===== src/rtl/adc_ser_pkg.sv =====
package adc_ser_pkg;

  typedef enum logic [1:0] {
    MC_IDLE = 2'd0,
    MC_RUN  = 2'd1,
    MC_DONE = 2'd2
  } mclk_state_e;

  localparam logic [1:0] QTR_LOW_A  = 2'd0;
  localparam logic [1:0] QTR_HIGH_A = 2'd1;
  localparam logic [1:0] QTR_HIGH_B = 2'd2;
  localparam logic [1:0] QTR_LOW_B  = 2'd3;

endpackage


===== src/rtl/ser_edge_detect.sv =====
module ser_edge_detect #(
  parameter int SYNC_STAGES = 2
) (
  input  logic clk,
  input  logic rst_n,
  input  logic sclk_i,
  input  logic en_i,
  input  logic invert_i,
  output logic active_o
);

  logic [SYNC_STAGES-1:0] sync_q, sync_d;
  logic gated, prev_q, prev_d;
  logic rise, fall;

  always_comb begin
    sync_d = {sync_q[SYNC_STAGES-2:0], sclk_i};
    gated  = sync_q[SYNC_STAGES-1] & en_i;
    prev_d = gated;
    rise   = gated & ~prev_q;
    fall   = ~gated & prev_q;
    active_o = invert_i ? fall : rise;
  end

  always_ff @(posedge clk or negedge rst_n) begin
    if (!rst_n) begin
      sync_q <= '0;
      prev_q <= 1'b0;
    end else begin
      sync_q <= sync_d;
      prev_q <= prev_d;
    end
  end

endmodule


===== src/rtl/ser_master_clkgen.sv =====
module ser_master_clkgen
  import adc_ser_pkg::*;
#(
  parameter int DATA_W      = 16,
  parameter int QUARTER_CYC = 2
) (
  input  logic clk,
  input  logic rst_n,
  input  logic en_i,
  input  logic restart_i,
  output logic adv_o,
  output logic sclk_o,
  output logic frame_o
);

  localparam int QW = (QUARTER_CYC > 1) ? $clog2(QUARTER_CYC) : 1;
  localparam int BW = $clog2(DATA_W);
  localparam int RW = $clog2(DATA_W + 2);
  localparam logic [QW-1:0] Q_LAST = QW'(QUARTER_CYC - 1);
  localparam logic [BW-1:0] B_LAST = BW'(DATA_W - 1);

  mclk_state_e   state_q, state_d;
  logic [QW-1:0] qcnt_q, qcnt_d;
  logic [1:0]    quarter_q, quarter_d;
  logic [BW-1:0] bit_q, bit_d;
  logic          adv;

  always_comb begin
    state_d   = state_q;
    qcnt_d    = qcnt_q;
    quarter_d = quarter_q;
    bit_d     = bit_q;
    adv       = 1'b0;
    if (!en_i || restart_i) begin
      state_d = MC_IDLE;
    end else begin
      case (state_q)
        MC_IDLE: begin
          state_d   = MC_RUN;
          adv       = 1'b1;
          qcnt_d    = '0;
          quarter_d = QTR_LOW_A;
          bit_d     = '0;
        end
        MC_RUN: begin
          if (qcnt_q == Q_LAST) begin
            qcnt_d    = '0;
            quarter_d = quarter_q + 2'd1;
            if (quarter_q == QTR_LOW_B) begin
              if (bit_q == B_LAST) begin
                state_d = MC_DONE;
              end else begin
                bit_d = bit_q + BW'(1);
                adv   = 1'b1;
              end
            end
          end else begin
            qcnt_d = qcnt_q + QW'(1);
          end
        end
        default: ;
      endcase
    end
  end

  always_ff @(posedge clk or negedge rst_n) begin
    if (!rst_n) begin
      state_q   <= MC_IDLE;
      qcnt_q    <= '0;
      quarter_q <= QTR_LOW_A;
      bit_q     <= '0;
    end else begin
      state_q   <= state_d;
      qcnt_q    <= qcnt_d;
      quarter_q <= quarter_d;
      bit_q     <= bit_d;
    end
  end

  assign adv_o   = adv;
  assign frame_o = (state_q == MC_RUN);
  assign sclk_o  = (state_q == MC_RUN) &&
                   ((quarter_q == QTR_HIGH_A) || (quarter_q == QTR_HIGH_B));

  // checker: count generated rising edges within one read
  logic [RW-1:0] rises_q;
  logic          sclk_prev_q;
  always_ff @(posedge clk or negedge rst_n) begin
    if (!rst_n) begin
      rises_q     <= '0;
      sclk_prev_q <= 1'b0;
    end else begin
      sclk_prev_q <= sclk_o;
      if (!en_i || restart_i) rises_q <= '0;
      else if (sclk_o && !sclk_prev_q) rises_q <= rises_q + RW'(1);
    end
  end

  p_rise_limit_r6: assert property (@(posedge clk) disable iff (!rst_n)
    rises_q <= RW'(DATA_W));

  p_adv_clk_low_r7: assert property (@(posedge clk) disable iff (!rst_n)
    adv_o |-> !sclk_o);

endmodule


===== src/rtl/ser_shift_core.sv =====
module ser_shift_core #(
  parameter int DATA_W = 16
) (
  input  logic              clk,
  input  logic              rst_n,
  input  logic              load_i,
  input  logic [DATA_W-1:0] data_i,
  input  logic              fmt_twos_i,
  input  logic              en_i,
  input  logic              adv_i,
  input  logic              master_i,
  input  logic              frame_i,
  output logic              sdo_o,
  output logic              err_o
);

  localparam int CNT_W = $clog2(DATA_W + 1);
  localparam logic [CNT_W-1:0] CNT_FULL = CNT_W'(DATA_W);

  logic [DATA_W-1:0] word_q, word_d, word_sh;
  logic [CNT_W-1:0]  cnt_q, cnt_d;
  logic              sdo_q, sdo_d;
  logic              err_q, err_d;
  logic              mid_read;

  always_comb begin
    word_d   = word_q;
    cnt_d    = cnt_q;
    sdo_d    = sdo_q;
    err_d    = 1'b0;
    word_sh  = word_q << cnt_q;
    mid_read = (cnt_q != '0) && (cnt_q != CNT_FULL);
    if (load_i) begin
      word_d = fmt_twos_i ? {~data_i[DATA_W-1], data_i[DATA_W-2:0]} : data_i;
      cnt_d  = '0;
      sdo_d  = 1'b0;
      err_d  = !master_i && en_i && mid_read;
    end else if (!en_i) begin
      cnt_d = '0;
      sdo_d = 1'b0;
    end else if (adv_i && (cnt_q != CNT_FULL)) begin
      sdo_d = word_sh[DATA_W-1];
      cnt_d = cnt_q + CNT_W'(1);
    end
  end

  always_ff @(posedge clk or negedge rst_n) begin
    if (!rst_n) begin
      word_q <= '0;
      cnt_q  <= '0;
      sdo_q  <= 1'b0;
      err_q  <= 1'b0;
    end else begin
      word_q <= word_d;
      cnt_q  <= cnt_d;
      sdo_q  <= sdo_d;
      err_q  <= err_d;
    end
  end

  assign sdo_o = sdo_q & (~master_i | frame_i);
  assign err_o = err_q;

  p_cnt_step_r2: assert property (@(posedge clk) disable iff (!rst_n)
    (cnt_q != $past(cnt_q)) |-> ((cnt_q == $past(cnt_q) + CNT_W'(1)) || (cnt_q == '0)));

  p_err_single_r9: assert property (@(posedge clk) disable iff (!rst_n)
    err_q |=> !err_q);

endmodule


===== src/rtl/adc_serial_readout.sv =====
module adc_serial_readout #(
  parameter int DATA_W      = 16,
  parameter int QUARTER_CYC = 2,
  parameter int SYNC_STAGES = 2
) (
  input  logic              clk,
  input  logic              rst_n,
  input  logic [DATA_W-1:0] result_i,
  input  logic              result_load_i,
  input  logic              fmt_twos_i,
  input  logic              master_mode_i,
  input  logic              clk_invert_i,
  input  logic              sync_invert_i,
  input  logic              cs_n_i,
  input  logic              rd_n_i,
  input  logic              sclk_ext_i,
  output logic              sdout_o,
  output logic              sclk_o,
  output logic              sync_o,
  output logic              rd_err_o
);

  logic rst_meta_q, rst_s_q;
  always_ff @(posedge clk or negedge rst_n) begin
    if (!rst_n) begin
      rst_meta_q <= 1'b0;
      rst_s_q    <= 1'b0;
    end else begin
      rst_meta_q <= 1'b1;
      rst_s_q    <= rst_meta_q;
    end
  end

  logic port_en, slave_en, master_en;
  logic s_adv, m_adv, m_sclk, m_frame, adv;

  assign port_en   = ~cs_n_i & ~rd_n_i;
  assign slave_en  = port_en & ~master_mode_i;
  assign master_en = port_en & master_mode_i;

  ser_edge_detect #(.SYNC_STAGES(SYNC_STAGES)) u_edge (
    .clk      (clk),
    .rst_n    (rst_s_q),
    .sclk_i   (sclk_ext_i),
    .en_i     (slave_en),
    .invert_i (clk_invert_i),
    .active_o (s_adv)
  );

  ser_master_clkgen #(.DATA_W(DATA_W), .QUARTER_CYC(QUARTER_CYC)) u_clkgen (
    .clk       (clk),
    .rst_n     (rst_s_q),
    .en_i      (master_en),
    .restart_i (result_load_i),
    .adv_o     (m_adv),
    .sclk_o    (m_sclk),
    .frame_o   (m_frame)
  );

  assign adv = master_mode_i ? m_adv : s_adv;

  ser_shift_core #(.DATA_W(DATA_W)) u_core (
    .clk        (clk),
    .rst_n      (rst_s_q),
    .load_i     (result_load_i),
    .data_i     (result_i),
    .fmt_twos_i (fmt_twos_i),
    .en_i       (port_en),
    .adv_i      (adv),
    .master_i   (master_mode_i),
    .frame_i    (m_frame),
    .sdo_o      (sdout_o),
    .err_o      (rd_err_o)
  );

  assign sclk_o = master_mode_i & m_sclk;
  assign sync_o = (master_mode_i & m_frame) ^ sync_invert_i;

  p_data_stable_edges_r7: assert property (@(posedge clk) disable iff (!rst_s_q)
    (master_mode_i && $past(master_mode_i) && $past(port_en) && !$past(result_load_i)
     && (sclk_o != $past(sclk_o))) |-> $stable(sdout_o));

  p_no_sclk_when_off_r4: assert property (@(posedge clk) disable iff (!rst_s_q)
    !$past(port_en) |-> !sclk_o);

  p_err_follows_load_r9: assert property (@(posedge clk) disable iff (!rst_s_q)
    rd_err_o |-> $past(result_load_i));

endmodule


===== config.mk =====
export PLATFORM = sky130hd
export DESIGN_NAME = adc_serial_readout
export DESIGN_NICKNAME = d
export VERILOG_FILES = /design/src/rtl/adc_ser_pkg.sv /design/src/rtl/ser_edge_detect.sv /design/src/rtl/ser_master_clkgen.sv /design/src/rtl/ser_shift_core.sv /design/src/rtl/adc_serial_readout.sv
export SDC_FILE = /design/constraint.sdc
export NUM_CORES = 1
export LEC_CHECK = 0
export BUFFER_PORTS_ARGS = -buffer_cell sky130_fd_sc_hd__clkbuf_2
export CAP_MARGIN = 25
export CORE_MARGIN = 1.5
export CORE_UTILIZATION = 60
export CTS_BUF_LIST = sky130_fd_sc_hd__clkbuf_2 sky130_fd_sc_hd__clkbuf_4 sky130_fd_sc_hd__clkbuf_8
export CTS_CLUSTER_SIZE = 10
export DETAILED_ROUTE_END_ITERATION = 8
export PLACE_DENSITY = 0.93
export REMOVE_ABC_BUFFERS = 1
export SYNTH_ARGS = -nofsm -noshare
export SYNTH_HDL_FRONTEND = slang
export SYNTH_SLANG_ARGS = --single-unit

===== constraint.sdc =====
create_clock -name clk -period 2.1 [get_ports clk]
set_input_delay 0.105 -clock clk [delete_from_list [all_inputs] [get_ports clk]]
set_output_delay 0.105 -clock clk [all_outputs]
set_load 0.1 [all_outputs]

==> flow_summary_export.csv <==
group,metric,value,unit
outcome,status,"finished, violations left",
outcome,violations,"DRC",
die,initial_core_util,0.643,
critical_path,start_kind,"flop",
critical_path,r2r_end,"u_core.cnt_q[1]$_DFFE_PN0P_",
clocking,root_buffer,"clkbuf_4",
die,fp.coreArea,0.00281,mm²
die,die_y,57.8,µm
timing,worstMarginPinSlew,0.724,ns
critical_path,slowest_stage,"dfrtp_1",
timing,slew_viol_final,0,
routing,dr.first_iter.drc_count,87,
timing,layout_setup_ws,0.110,ns
synthesis,avgSynthCellArea,11.5,µm²
critical_path,critical_path.max_stage_delay,0.52,ns
critical_path,path_cells,"nor2b_1 -> nand2_1 -> xnor2_1 -> buf_4",
routing,wl_met2,2.13,mm
critical_path,critPathKind,"flop to primary output",
critical_path,worstPathMaxFanout,9,
critical_path,r2r_start,"u_core.cnt_q[0]$_DFFE_PN0P_",
global_route,grt.overflow.total,0,
timing,grt_setup_unrepaired,"false",
synthesis,syn_inst,157,
worst_hold_path,holdCritStartpoint,"result_i[15]",
routing,routed.top_layer,"met4",
global_route,grt_usage,0.281,
power_and_ir_drop,ir_worst_vdd,0.000685,V
critical_path,arrival,1.89,ns
clocking,cts_buffers,5,
critical_path,path_buf_inv,1,
power_and_ir_drop,power.density,708,mW/mm²
die,rows,19,
timing,fmax,502,MHz
clocking,post-cts-setup-buffers,0,
clocking,cts_sinks,37,
layout,nNetsFinal,239,
worst_hold_path,min_path_type,"primary input to flop",
job,maxCapViolCount,0,
synthesis,ys_ff_latch,37,
synthesis,synth_cell_types,41,
placement,gp_congestion,0.826,
layout,antennaDiodeCount,0,
layout,drive_gt1_frac,0.314,
timing,max_slew_margin,0.517,
routing,drcViolationCount,2,
routing,wl_met3,290,µm
die,die_w,57.8,µm
critical_path,critPathTopFamily,"flip-flops",
placement,postPlaceCellArea,0.00200,mm²
timing,period_minus_slack,1.99,ns
critical_path,crit_cells,4,
clocking,path_clk_slew,0.12,ns
worst_hold_path,hold_depth,3,
routing,avgViaCountPerCell,5.88,
routing,finalWirelength,4.20,mm
worst_hold_path,whs_endpoint,"u_core.word_q[15]$_DFFE_PN0P_",
power_and_ir_drop,cellLeakagePower,0.00106,µW
die,ios,30,
routing,wire_per_inst,17.4,µm
critical_path,r2r_setup_slack,0.27,ns
critical_path,endpoint_kind,"primary output",
placement,place_ws,0.276,ns
timing,setup_viol_count_final,0,
synthesis,synthesis.area,0.00180,mm²
critical_path,worstRegToRegCells,6,
timing,fin_skew,0.0160,ns
synthesis,yosysWarningCount,0,
die,die_area,0.00334,mm²
timing,fin_crit_sh,0.948,
global_route,grt_pass1_vias,1464,
clocking,insertion_delay,0.36,ns
layout,syn2layout_area_growth,26.0,%
clocking,cts_tree,"built",
placement,io_buffers,29,
layout,final_area,0.00227,mm²
routing,drt-pass1-iter-count,9,
global_route,grt_max_degree,21,
critical_path,required,2.00,ns
routing,wl_met1,1.61,mm
layout,final_util,0.810,
synthesis,yosysSeqAreaShare,0.513,
clocking,htree_levels,2,
clocking,clockBufferDepth,2,
routing,ant_nets,0,
routing,num_vias,1416,
global_route,antenna_found_initial,0,
global_route,grt_pass1_wl,6.82,mm
timing,hold_viol_final,0,
placement,hpwl,2.69,mm
cell usage after synthesis:
master / instances / area [µm²]
dfrtp_1: 37 / 926
mux2_2: 15 / 169
nand2_1: 14 / 52.6
nor2_1: 12 / 45.0
inv_1: 6 / 22.5
o21ai_0: 6 / 30.0
nor3_1: 5 / 25.0
o21ai_1: 5 / 25.0
ha_1: 4 / 50.1
mux2i_1: 4 / 40.0
mux4_2: 4 / 90.1
nand3_1: 4 / 20.0
clkbuf_1: 3 / 11.3
nand2b_1: 3 / 18.8
nor2b_1: 3 / 18.8
a211oi_1: 2 / 15.0
a21oi_1: 2 / 10.0
and2_1: 2 / 12.5
nand4_1: 2 / 12.5
nor3b_1: 2 / 15.0
xnor2_1: 2 / 17.5
a211o_1: 1 / 8.76
a21boi_0: 1 / 7.51
a21boi_1: 1 / 7.51
a31o_1: 1 / 8.76
a32o_1: 1 / 10.0
a41o_1: 1 / 10.0
and3_1: 1 / 6.26
buf_1: 1 / 3.75
buf_2: 1 / 5.00
conb_1: 1 / 3.75
nand2_4: 1 / 11.3
nand4_2: 1 / 12.5
nor4b_4: 1 / 23.8
o21bai_2: 1 / 11.3
o22ai_1: 1 / 6.26
or2_1: 1 / 6.26
or2_2: 1 / 6.26
or3_1: 1 / 6.26
or4b_4: 1 / 13.8
xor2_1: 1 / 8.76
final cells by class:
cell class              instances  area, µm²
inverters                       6       22.5
flip-flops and latches         37        926
well taps                      31       38.8
fillers                       161        532
repair buffers                 50        348
multi-input cells             109        836
clock inverters                 3       65.1
clock buffers                   5       37.5
timing repair:
item                                    CTS  global route
hold buffers                             17             0
endpoints found under the setup margin    0             1
resized for setup                         0             3
endpoints found under the hold margin    18             0
kinds of logic after synthesis:
kind of cell               count (synthesis)  synth area share
AOI/OAI and AO/OA                         23            0.0832
xor gates and xnor gates                   3            0.0146
muxes                                     23             0.166
adders and majority gates                  4            0.0277
other                                      1           0.00208
DFF                                       37             0.513
buffers and inverters                     11            0.0236
and+or+nand+nor                           55             0.170
power breakdown:
| group | switching (µW) | internal, µW |
|---|---|---|
| combinational | 89.6 | 104 |
| sequential | 39.0 | 759 |
| clock | 250 | 368 |
| total | 379 | 1230 |
how the worst max path moves through the flow:
stage	start	to
2_1_floorplan	u_clkgen.state_q[1]$_DFFE_PN0P_	sdout_o
3_3_place_gp	result_load_i	u_core.sdo_q$_DFFE_PN0P_
3_5_place_dp	master_mode_i	u_core.sdo_q$_DFFE_PN0P_
4_1_cts	u_clkgen.state_q[0]$_DFFE_PN0P_	sync_o
5_1_grt	u_clkgen.state_q[0]$_DFFE_PN0P_	sync_o
6_report	u_clkgen.state_q[0]$_DFFE_PN0P_	sync_o
flip-flops by register name (all words and copies together), names as in the netlist, 2 cells and up:
signal,cells
u_clkgen.bit_q,4
u_clkgen.quarter_q,2
u_clkgen.state_q,2
u_core.cnt_q,5
u_core.word_q,16
u_edge.sync_q,2
per-stage QoR:
step | hold WS (ns) | std cells | total power [µW] | TNS [ns]
after CTS | 0.0289 | 241 | 1610 | 0
after floorplan | -0.191 | 152 | 902 | -1.19
after detailed placement | -0.107 | 216 | 974 | 0
after global routing | 0.0440 | 241 | 1670 | 0
final | 0.0522 | 241 | 1610 | 0
after global placement | -0.109 | 216 | 956 | 0
tightest hold or removal path: cells and delay by family:
| family | cells | cell delay, ns |
|---|---|---|
| compound gates | 1 | 0.07 |
| xor+xnor | 1 | 0.11 |
| buf+inv | 1 | 0.09 |
metal layers:
layer,vias to the layer above,global-route usage
li1,660,-
met1,673,0.336
met4,0,0.136
met5,-,0
met2,65,0.456
met3,18,0.0982
placed cells by master (no fill, tap or decap), drive strengths merged, types with 3 or more instances in the layout:
cell type    count
buf              5
clkbuf          33
dfrtp           37
dlygate4sd3     17
ha               4
inv              6
mux2            15
mux2i            4
mux4             4
nand2           15
nand2b           3
nand3            4
nand4            3
nor2            12
nor2b            3
nor3             5
o21ai           11
(Power assumes the default switching activity.)
